File: src/rtl/rtc_pkg.sv
// Package: shared register word indexes and the drift-adjust mode type.
// Assumes a byte-addressed port whose registers are 32-bit words.
package rtc_pkg;
    localparam int unsigned W_CTRL   = 0;
    localparam int unsigned W_LOAD   = 1;
    localparam int unsigned W_ALARM0 = 2;
    localparam int unsigned W_ADJ    = 6;
    localparam int unsigned W_MASK   = 8;
    localparam int unsigned W_CLR    = 9;
    localparam int unsigned W_STATUS = 12;
    localparam int unsigned W_COUNT  = 13;

    localparam int unsigned CTRL_RUN_BIT = 12;
    localparam int unsigned CTRL_SEL_BIT = 8;
    localparam int unsigned ADJ_MODE_LSB = 16;

    typedef enum logic [1:0] {
        ADJ_OFF   = 2'd0,
        ADJ_SKIP  = 2'd1,
        ADJ_EXTRA = 2'd2,
        ADJ_RSVD  = 2'd3
    } adj_mode_t;
endpackage

File: src/rtl/rtc_tick_adjust.sv
// Tick source select and drift correction.
// Produces the count step for this cycle: 0, 1 or 2.
// Assumes the tick inputs are one-cycle pulses synchronous to clk.
module rtc_tick_adjust #(
    parameter int unsigned PERIOD_W = 16
) (
    input  logic                clk,
    input  logic                rst_n,
    input  logic                run,
    input  logic                sel_fast,
    input  logic                slow_tick,
    input  logic                fast_tick,
    input  rtc_pkg::adj_mode_t  mode,
    input  logic [PERIOD_W-1:0] period,
    input  logic                restart,
    output logic [1:0]          step
);
    import rtc_pkg::*;

    logic [PERIOD_W-1:0] pcnt;
    logic                tick;
    logic                active;
    logic                hit;

    // Select the tick, then decide whether this tick is the adjusted one.
    always_comb begin
        tick   = run & (sel_fast ? fast_tick : slow_tick);
        active = ((mode == ADJ_SKIP) || (mode == ADJ_EXTRA)) && (period != '0);
        hit    = active && (pcnt == period - PERIOD_W'(1));
        if (!tick)
            step = 2'd0;
        else if (hit)
            step = (mode == ADJ_SKIP) ? 2'd0 : 2'd2;
        else
            step = 2'd1;
    end

    // Count the accepted ticks within the current adjustment period.
    always_ff @(posedge clk) begin
        if (!rst_n || restart || !active)
            pcnt <= '0;
        else if (tick)
            pcnt <= hit ? '0 : pcnt + PERIOD_W'(1);
    end
endmodule

File: src/rtl/rtc_seconds_counter.sv
// Seconds register.
// A load takes priority over an advance in the same cycle.
// It exposes the value the count is about to take, plus a flag for a true advance.
module rtc_seconds_counter #(
    parameter int unsigned CNT_W = 32
) (
    input  logic             clk,
    input  logic             rst_n,
    input  logic             load_en,
    input  logic [CNT_W-1:0] load_val,
    input  logic [1:0]       step,
    output logic [CNT_W-1:0] count,
    output logic [CNT_W-1:0] next_val,
    output logic             advance
);
    // Work out the advanced value and whether it is taken this cycle.
    always_comb begin
        next_val = count + CNT_W'(step);
        advance  = !load_en && (step != 2'd0);
    end

    // Hold, load or advance the count.
    always_ff @(posedge clk) begin
        if (!rst_n)
            count <= '0;
        else if (load_en)
            count <= load_val;
        else if (advance)
            count <= next_val;
    end
endmodule

File: src/rtl/rtc_alarm_bank.sv
// Alarm comparators with sticky fired flags.
// An alarm fires only when an advance lands exactly on its compare value.
// A fire wins over a clear in the same cycle.
module rtc_alarm_bank #(
    parameter int unsigned N_ALARM = 4,
    parameter int unsigned CNT_W   = 32
) (
    input  logic                          clk,
    input  logic                          rst_n,
    input  logic [N_ALARM-1:0][CNT_W-1:0] cmp,
    input  logic [N_ALARM-1:0]            enable,
    input  logic                          advance,
    input  logic [CNT_W-1:0]              next_val,
    input  logic [N_ALARM-1:0]            clr,
    output logic [N_ALARM-1:0]            fired
);
    for (genvar i = 0; i < N_ALARM; i++) begin : g_alarm
        logic match;

        // Detect an enabled alarm being reached by this advance.
        always_comb match = advance && enable[i] && (next_val == cmp[i]);

        // Set on a match, otherwise clear on request.
        always_ff @(posedge clk) begin
            if (!rst_n)
                fired[i] <= 1'b0;
            else if (match)
                fired[i] <= 1'b1;
            else if (clr[i])
                fired[i] <= 1'b0;
        end
    end
endmodule

File: src/rtl/rtc_quad_alarm.sv
// Top level: register port, control and mask state, and alarm compare registers.
// It wires the tick-adjust stage, the seconds counter and the alarm bank.
// Assumes N_ALARM <= 4 so that the alarm words stay below the adjust word,
// CNT_W <= DATA_W, and PERIOD_W <= 16.
module rtc_quad_alarm #(
    parameter int unsigned N_ALARM  = 4,
    parameter int unsigned CNT_W    = 32,
    parameter int unsigned PERIOD_W = 16,
    parameter int unsigned ADDR_W   = 6,
    parameter int unsigned DATA_W   = 32
) (
    input  logic              clk,
    input  logic              rst_n,
    input  logic              slow_tick,
    input  logic              fast_tick,
    input  logic              bus_wen,
    input  logic [ADDR_W-1:0] bus_addr,
    input  logic [DATA_W-1:0] bus_wdata,
    output logic [DATA_W-1:0] bus_rdata,
    output logic              irq
);
    import rtc_pkg::*;

    localparam int unsigned WIDX_W = ADDR_W - 2;

    logic [WIDX_W-1:0]             widx;
    logic                          unused_addr_lo;
    logic                          run_q;
    logic                          sel_q;
    logic [N_ALARM-1:0]            alm_en;
    logic [N_ALARM-1:0]            mask_q;
    logic [N_ALARM-1:0][CNT_W-1:0] alarm_q;
    adj_mode_t                     adj_mode;
    logic [PERIOD_W-1:0]           adj_period;
    logic                          load_we;
    logic                          adj_we;
    logic [N_ALARM-1:0]            clr_pulse;
    logic [1:0]                    step;
    logic [CNT_W-1:0]              count;
    logic [CNT_W-1:0]              next_val;
    logic                          advance;
    logic [N_ALARM-1:0]            fired;

    // Decode the word index and the write strobes.
    always_comb begin
        widx           = bus_addr[ADDR_W-1:2];
        unused_addr_lo = ^bus_addr[1:0];
        load_we        = bus_wen && (widx == WIDX_W'(W_LOAD));
        adj_we         = bus_wen && (widx == WIDX_W'(W_ADJ));
        clr_pulse      = (bus_wen && (widx == WIDX_W'(W_CLR))) ? bus_wdata[N_ALARM-1:0] : '0;
    end

    // Control, mask and adjust registers.
    always_ff @(posedge clk) begin
        if (!rst_n) begin
            run_q      <= 1'b0;
            sel_q      <= 1'b0;
            alm_en     <= '0;
            mask_q     <= '1;
            adj_mode   <= ADJ_OFF;
            adj_period <= '0;
        end else if (bus_wen) begin
            if (widx == WIDX_W'(W_CTRL)) begin
                run_q  <= bus_wdata[CTRL_RUN_BIT];
                sel_q  <= bus_wdata[CTRL_SEL_BIT];
                alm_en <= bus_wdata[N_ALARM-1:0];
            end
            if (widx == WIDX_W'(W_MASK))
                mask_q <= bus_wdata[N_ALARM-1:0];
            if (adj_we) begin
                adj_mode   <= adj_mode_t'(bus_wdata[ADJ_MODE_LSB +: 2]);
                adj_period <= bus_wdata[PERIOD_W-1:0];
            end
        end
    end

    // One compare register per alarm.
    for (genvar i = 0; i < N_ALARM; i++) begin : g_cmp
        always_ff @(posedge clk) begin
            if (!rst_n)
                alarm_q[i] <= '0;
            else if (bus_wen && (widx == WIDX_W'(W_ALARM0 + i)))
                alarm_q[i] <= bus_wdata[CNT_W-1:0];
        end
    end

    rtc_tick_adjust #(.PERIOD_W(PERIOD_W)) u_adjust (
        .clk       (clk),
        .rst_n     (rst_n),
        .run       (run_q),
        .sel_fast  (sel_q),
        .slow_tick (slow_tick),
        .fast_tick (fast_tick),
        .mode      (adj_mode),
        .period    (adj_period),
        .restart   (adj_we),
        .step      (step)
    );

    rtc_seconds_counter #(.CNT_W(CNT_W)) u_counter (
        .clk      (clk),
        .rst_n    (rst_n),
        .load_en  (load_we),
        .load_val (bus_wdata[CNT_W-1:0]),
        .step     (step),
        .count    (count),
        .next_val (next_val),
        .advance  (advance)
    );

    rtc_alarm_bank #(.N_ALARM(N_ALARM), .CNT_W(CNT_W)) u_alarms (
        .clk      (clk),
        .rst_n    (rst_n),
        .cmp      (alarm_q),
        .enable   (alm_en),
        .advance  (advance),
        .next_val (next_val),
        .clr      (clr_pulse),
        .fired    (fired)
    );

    // Combine the unmasked fired flags into the interrupt line.
    always_comb irq = |(fired & ~mask_q);

    // Read multiplexer; unmapped words and the clear word read as zero.
    always_comb begin
        bus_rdata = '0;
        case (widx)
            WIDX_W'(W_CTRL): begin
                bus_rdata[CTRL_RUN_BIT]  = run_q;
                bus_rdata[CTRL_SEL_BIT]  = sel_q;
                bus_rdata[N_ALARM-1:0]   = alm_en;
            end
            WIDX_W'(W_LOAD), WIDX_W'(W_COUNT):
                bus_rdata[CNT_W-1:0] = count;
            WIDX_W'(W_ADJ): begin
                bus_rdata[PERIOD_W-1:0]       = adj_period;
                bus_rdata[ADJ_MODE_LSB +: 2]  = adj_mode;
            end
            WIDX_W'(W_MASK):
                bus_rdata[N_ALARM-1:0] = mask_q;
            WIDX_W'(W_STATUS):
                bus_rdata[2*N_ALARM-1:0] = {alm_en, fired};
            default: begin
                for (int i = 0; i < N_ALARM; i++)
                    if (widx == WIDX_W'(W_ALARM0 + i))
                        bus_rdata[CNT_W-1:0] = alarm_q[i];
            end
        endcase
    end
endmodule

File: config.mk
export PLATFORM = sky130hd
export DESIGN_NAME = rtc_quad_alarm
export DESIGN_NICKNAME = d
export VERILOG_FILES = /design/src/rtl/rtc_pkg.sv /design/src/rtl/rtc_tick_adjust.sv /design/src/rtl/rtc_seconds_counter.sv /design/src/rtl/rtc_alarm_bank.sv /design/src/rtl/rtc_quad_alarm.sv
export SDC_FILE = /design/constraint.sdc
export NUM_CORES = 1
export LEC_CHECK = 0
export ABC_AREA = 0
export BUFFER_PORTS_ARGS = -buffer_cell sky130_fd_sc_hd__buf_2
export CAP_MARGIN = 20
export CORE_ASPECT_RATIO = 0.8
export CORE_MARGIN = 5
export CORE_UTILIZATION = 67
export DETAILED_ROUTE_END_ITERATION = 6
export PLACE_DENSITY = 0.86
export SLEW_MARGIN = 20
export SYNTH_ARGS = -nofsm -noshare
export SYNTH_HDL_FRONTEND = slang
export SYNTH_SLANG_ARGS = --single-unit
File: constraint.sdc
create_clock -name clk -period 12.7 [get_ports clk]
set_input_delay 0.635 -clock clk [delete_from_list [all_inputs] [get_ports clk]]
set_output_delay 0.635 -clock clk [all_outputs]
set_load 0.05 [all_outputs]
==> flow_summary.toml <==
[synth]
async_flop_share_pct = 0
yosysWarnings = 0
synth_edf_count = 0
dominantRegCellSynth = "dfxtp_1"
syn_inst = 1747
synthDistinctLibCells = 86
syn_nets = 1797
yosys_register_bits = 208
seq_area_frac_synth_pct = 29.7
synth.avg_cell_area_sq_um = 8.04
synth_area_sq_mm = 0.0140

[clocking]
h-tree-depth = 1
post_cts_buffers = 0
cts_buffer_depth = 3
cts_resized = 0
clkLatencyLatePin_ns = 0.53
cts_hold_buf = 0
cts_tree = "built"
cts.sinks = 208
clk_pin_slew_ns = 0.06
cts_buffers = 23
root_buffer = "clkbuf_16"

[die]
start_util_pct = 68.0
die_w_um = 172
io_pins = 76
die-area_sq_mm = 0.0240
rows = 47
coreArea_sq_mm = 0.0206
fp.dieH_um = 139

[worst_setup_path]
worstReg2RegStart = "adj_period[0]$_SDFFE_PN0P_"
crit_path_top_delay_cell = "or4b_2"
cp-start-kind = "register"
critPathRequiredTime_ns = 13.16
criticalPathCategory = "reg2reg"
r2r_slack_ns = 5.44
ff2ff_path_depth = 19
critPathMaxStageDelay_ns = 0.63
crit_fanout = 11
crit_arrival_ns = 7.72
worstSetupEndpointType = "register"
path_cells = "inv_1 > ha_1 > or3b_4 > xnor2_1 > a31oi_1 > or4_1 > a2111oi_4 > nand2_1 > nor3_1 > inv_1 > fa_1 > and3b_1 > nand4_1 > nor3_1 > o221ai_1 > or4b_2 > nor4_1 > nand4_1 > nand2_1"
r2r-end = "u_alarms.fired[2]$_SDFFE_PN0P_"

[min_path]
hp-class = "in2reg"
hold_path_end = "alarm_q[55]$_SDFFE_PN0P_"
worstHoldStart = "bus_wdata[23]"
holdPathStages = 3

[layout]
mostFrequentLayoutCells = "393 x nand2_1, 208 x dfxtp_1, 153 x a21boi_0"
n_antenna_cell = 0
syn2layout_area_growth_pct = 6.48
layout-drive-gt1-share_pct = 9.85
nets = 1760
layout_commonest_cell = "nand2_1"

[power_and_ir_drop]
internal_power_mw = 1.07
p_comb_share_pct = 9.6
max-vdd-ir-drop_mv = 0.133
p_switching_mw = 0.384
swShare_pct = 26.4
seqPwrFrac_pct = 46.5
pwr-share-clk_pct = 43.9
power_leakage_nw = 5.01
powerDensity_mw_per_mm2 = 97.5

[grt]
grt_pass1_vias = 12550
track_usage_pct = 40.6
antenna_found_initial = 2
overflow = 0
grt_max_degree = 108
grt_pass1_wl_um = 76200

[drt]
ant_nets = 0
wl_per_cell_um = 25.1
wl_um = 50200
vias = 14032
firstDrtPassIters = 7
drc = 0
first_iter_violations = 2731
viasPerCell = 7.03

[sta]
relSlewSlack_pct = 28.5
fin_crit_ns = 7.26
rsz0062_at_grt = "no"
setup_viol = 0
tns_ns = 0
finalCritPeriodShare_pct = 57.2
hold_viol_final = 0
slew_violations = 0
worst_slew_pin_slew_ns = 1.07
clock_skew_ns = 0.0141
whs_ns = 0.397
fmax_mhz = 138

[placement]
gp_congestion = 1.03
dp_hpwl_um = 34900
portBuffers = 73

[outcome]
status = "completed"

[flow_run]
cap_violations = 0
==> cells in the mapped netlist (5+ instances only) <==
library cell | count | share of area, %
dfxtp_1 | 208 | 30
o31ai_1 | 13 | 0.70
nor3_1 | 36 | 1.3
and4_1 | 10 | 0.62
a31oi_1 | 35 | 1.6
mux2i_1 | 7 | 0.50
and3_1 | 16 | 0.71
a21boi_0 | 153 | 8.2
or3_1 | 17 | 0.76
a22oi_1 | 38 | 2.0
a222oi_1 | 32 | 2.3
ha_1 | 6 | 0.53
a32oi_1 | 5 | 0.31
clkbuf_1 | 115 | 3.1
a211oi_1 | 9 | 0.48
inv_1 | 27 | 0.72
nor2b_1 | 7 | 0.31
nor4_1 | 18 | 0.80
o21ai_0 | 63 | 2.2
buf_6 | 8 | 0.64
nand2_1 | 394 | 11
buf_2 | 25 | 0.89
nand4_1 | 39 | 1.7
nor4_2 | 7 | 0.62
xnor3_1 | 44 | 7.1
and2_1 | 10 | 0.45
or4_1 | 24 | 1.3
nor2_1 | 49 | 1.3
xor2_1 | 31 | 1.9
xnor2_1 | 89 | 5.6
a21oi_1 | 22 | 0.78
o2111ai_1 | 8 | 0.50
nand3b_1 | 5 | 0.27
nand2b_1 | 15 | 0.67
nand3_1 | 71 | 2.5
==> flip-flops by register name (all words and copies together), names as in the netlist, 2 cells and up <==
name,count
u_counter.count,32
u_adjust.pcnt,16
mask_q,4
adj_mode,2
alarm_q,128
alm_en,4
u_alarms.fired,4
adj_period,16
==> per-stage QoR <==
step	cell area (sq um)	setup slack, ns	power (mW)	instances	utilization, %
final	15000	5.44	1.46	1995	72.4
after global routing	15000	5.27	1.50	1995	72.4
after CTS	14900	5.46	1.45	1995	72.4
after detailed placement	14200	5.55	0.825	1954	69.0
after global placement	14200	5.80	0.822	1954	69.0
after floorplan	14000	7.15	0.778	1747	-
==> routing by layer <==
layer  vias to the layer above  global-route usage, %  share of wire (%)
met2                      1128                   57.0                 41
met1                      6548                   62.9                 40
met5                         -                      0              0.054
met3                       133                   9.13                 15
met4                         4                   10.5                3.1
li1                       6219                      -                  -
==> logic make-up after synthesis <==
| family | share of synthesized area, % |
|---|---|
| and+or+nand+nor | 25.9 |
| AOI/OAI and AO/OA | 22.6 |
| DFF | 29.7 |
| buffers and inverters | 5.62 |
| xor gates and xnor gates | 14.7 |
| muxes | 0.820 |
| adders and majority gates | 0.677 |
==> layout make-up <==
type | count | area [sq um]
clock inverter | 4 | 27.5
inverter | 27 | 101
timing repair buffer | 93 | 518
fill | 1578 | 5690
clock buffer | 37 | 668
multi-input combinational | 1357 | 9140
tap | 269 | 337
sequential | 208 | 4160
==> worst max-delay path, delay by kind of cell, from the launching register on <==
kind	cells	cell delay (ns)
adder cells (fa/ha/maj)	2	0.80
XOR/XNOR	1	0.14
flip-flops	1	0.60
AND/OR/NAND/NOR	11	4.53
AO/OA/AOI/OAI	3	0.84
buffers and inverters	2	0.26
==> power by group through the flow <==
stage	logic (mW)	clock network [mW]	registers [mW]
2_1_floorplan	0.0968	0	0.681
3_3_place_gp	0.132	0	0.690
3_5_place_dp	0.134	0	0.691
4_1_cts	0.135	0.635	0.677
5_1_grt	0.146	0.673	0.678
6_report	0.140	0.641	0.677
==> how the worst max path moves through the flow <==
stage	from	to	slack, ns	cells after the start
after floorplan	adj_period[0]$_SDFFE_PN0P_	u_alarms.fired[0]$_SDFFE_PN0P_	7.15	21
after global placement	adj_period[0]$_SDFFE_PN0P_	u_alarms.fired[0]$_SDFFE_PN0P_	5.80	19
after detailed placement	adj_period[0]$_SDFFE_PN0P_	u_alarms.fired[0]$_SDFFE_PN0P_	5.55	19
after CTS	adj_period[0]$_SDFFE_PN0P_	u_alarms.fired[0]$_SDFFE_PN0P_	5.46	19
after global routing	adj_period[0]$_SDFFE_PN0P_	u_alarms.fired[3]$_SDFFE_PN0P_	5.27	19
final	adj_period[0]$_SDFFE_PN0P_	u_alarms.fired[2]$_SDFFE_PN0P_	5.44	19
No activity file was read; power rests on OpenSTA's default activity.
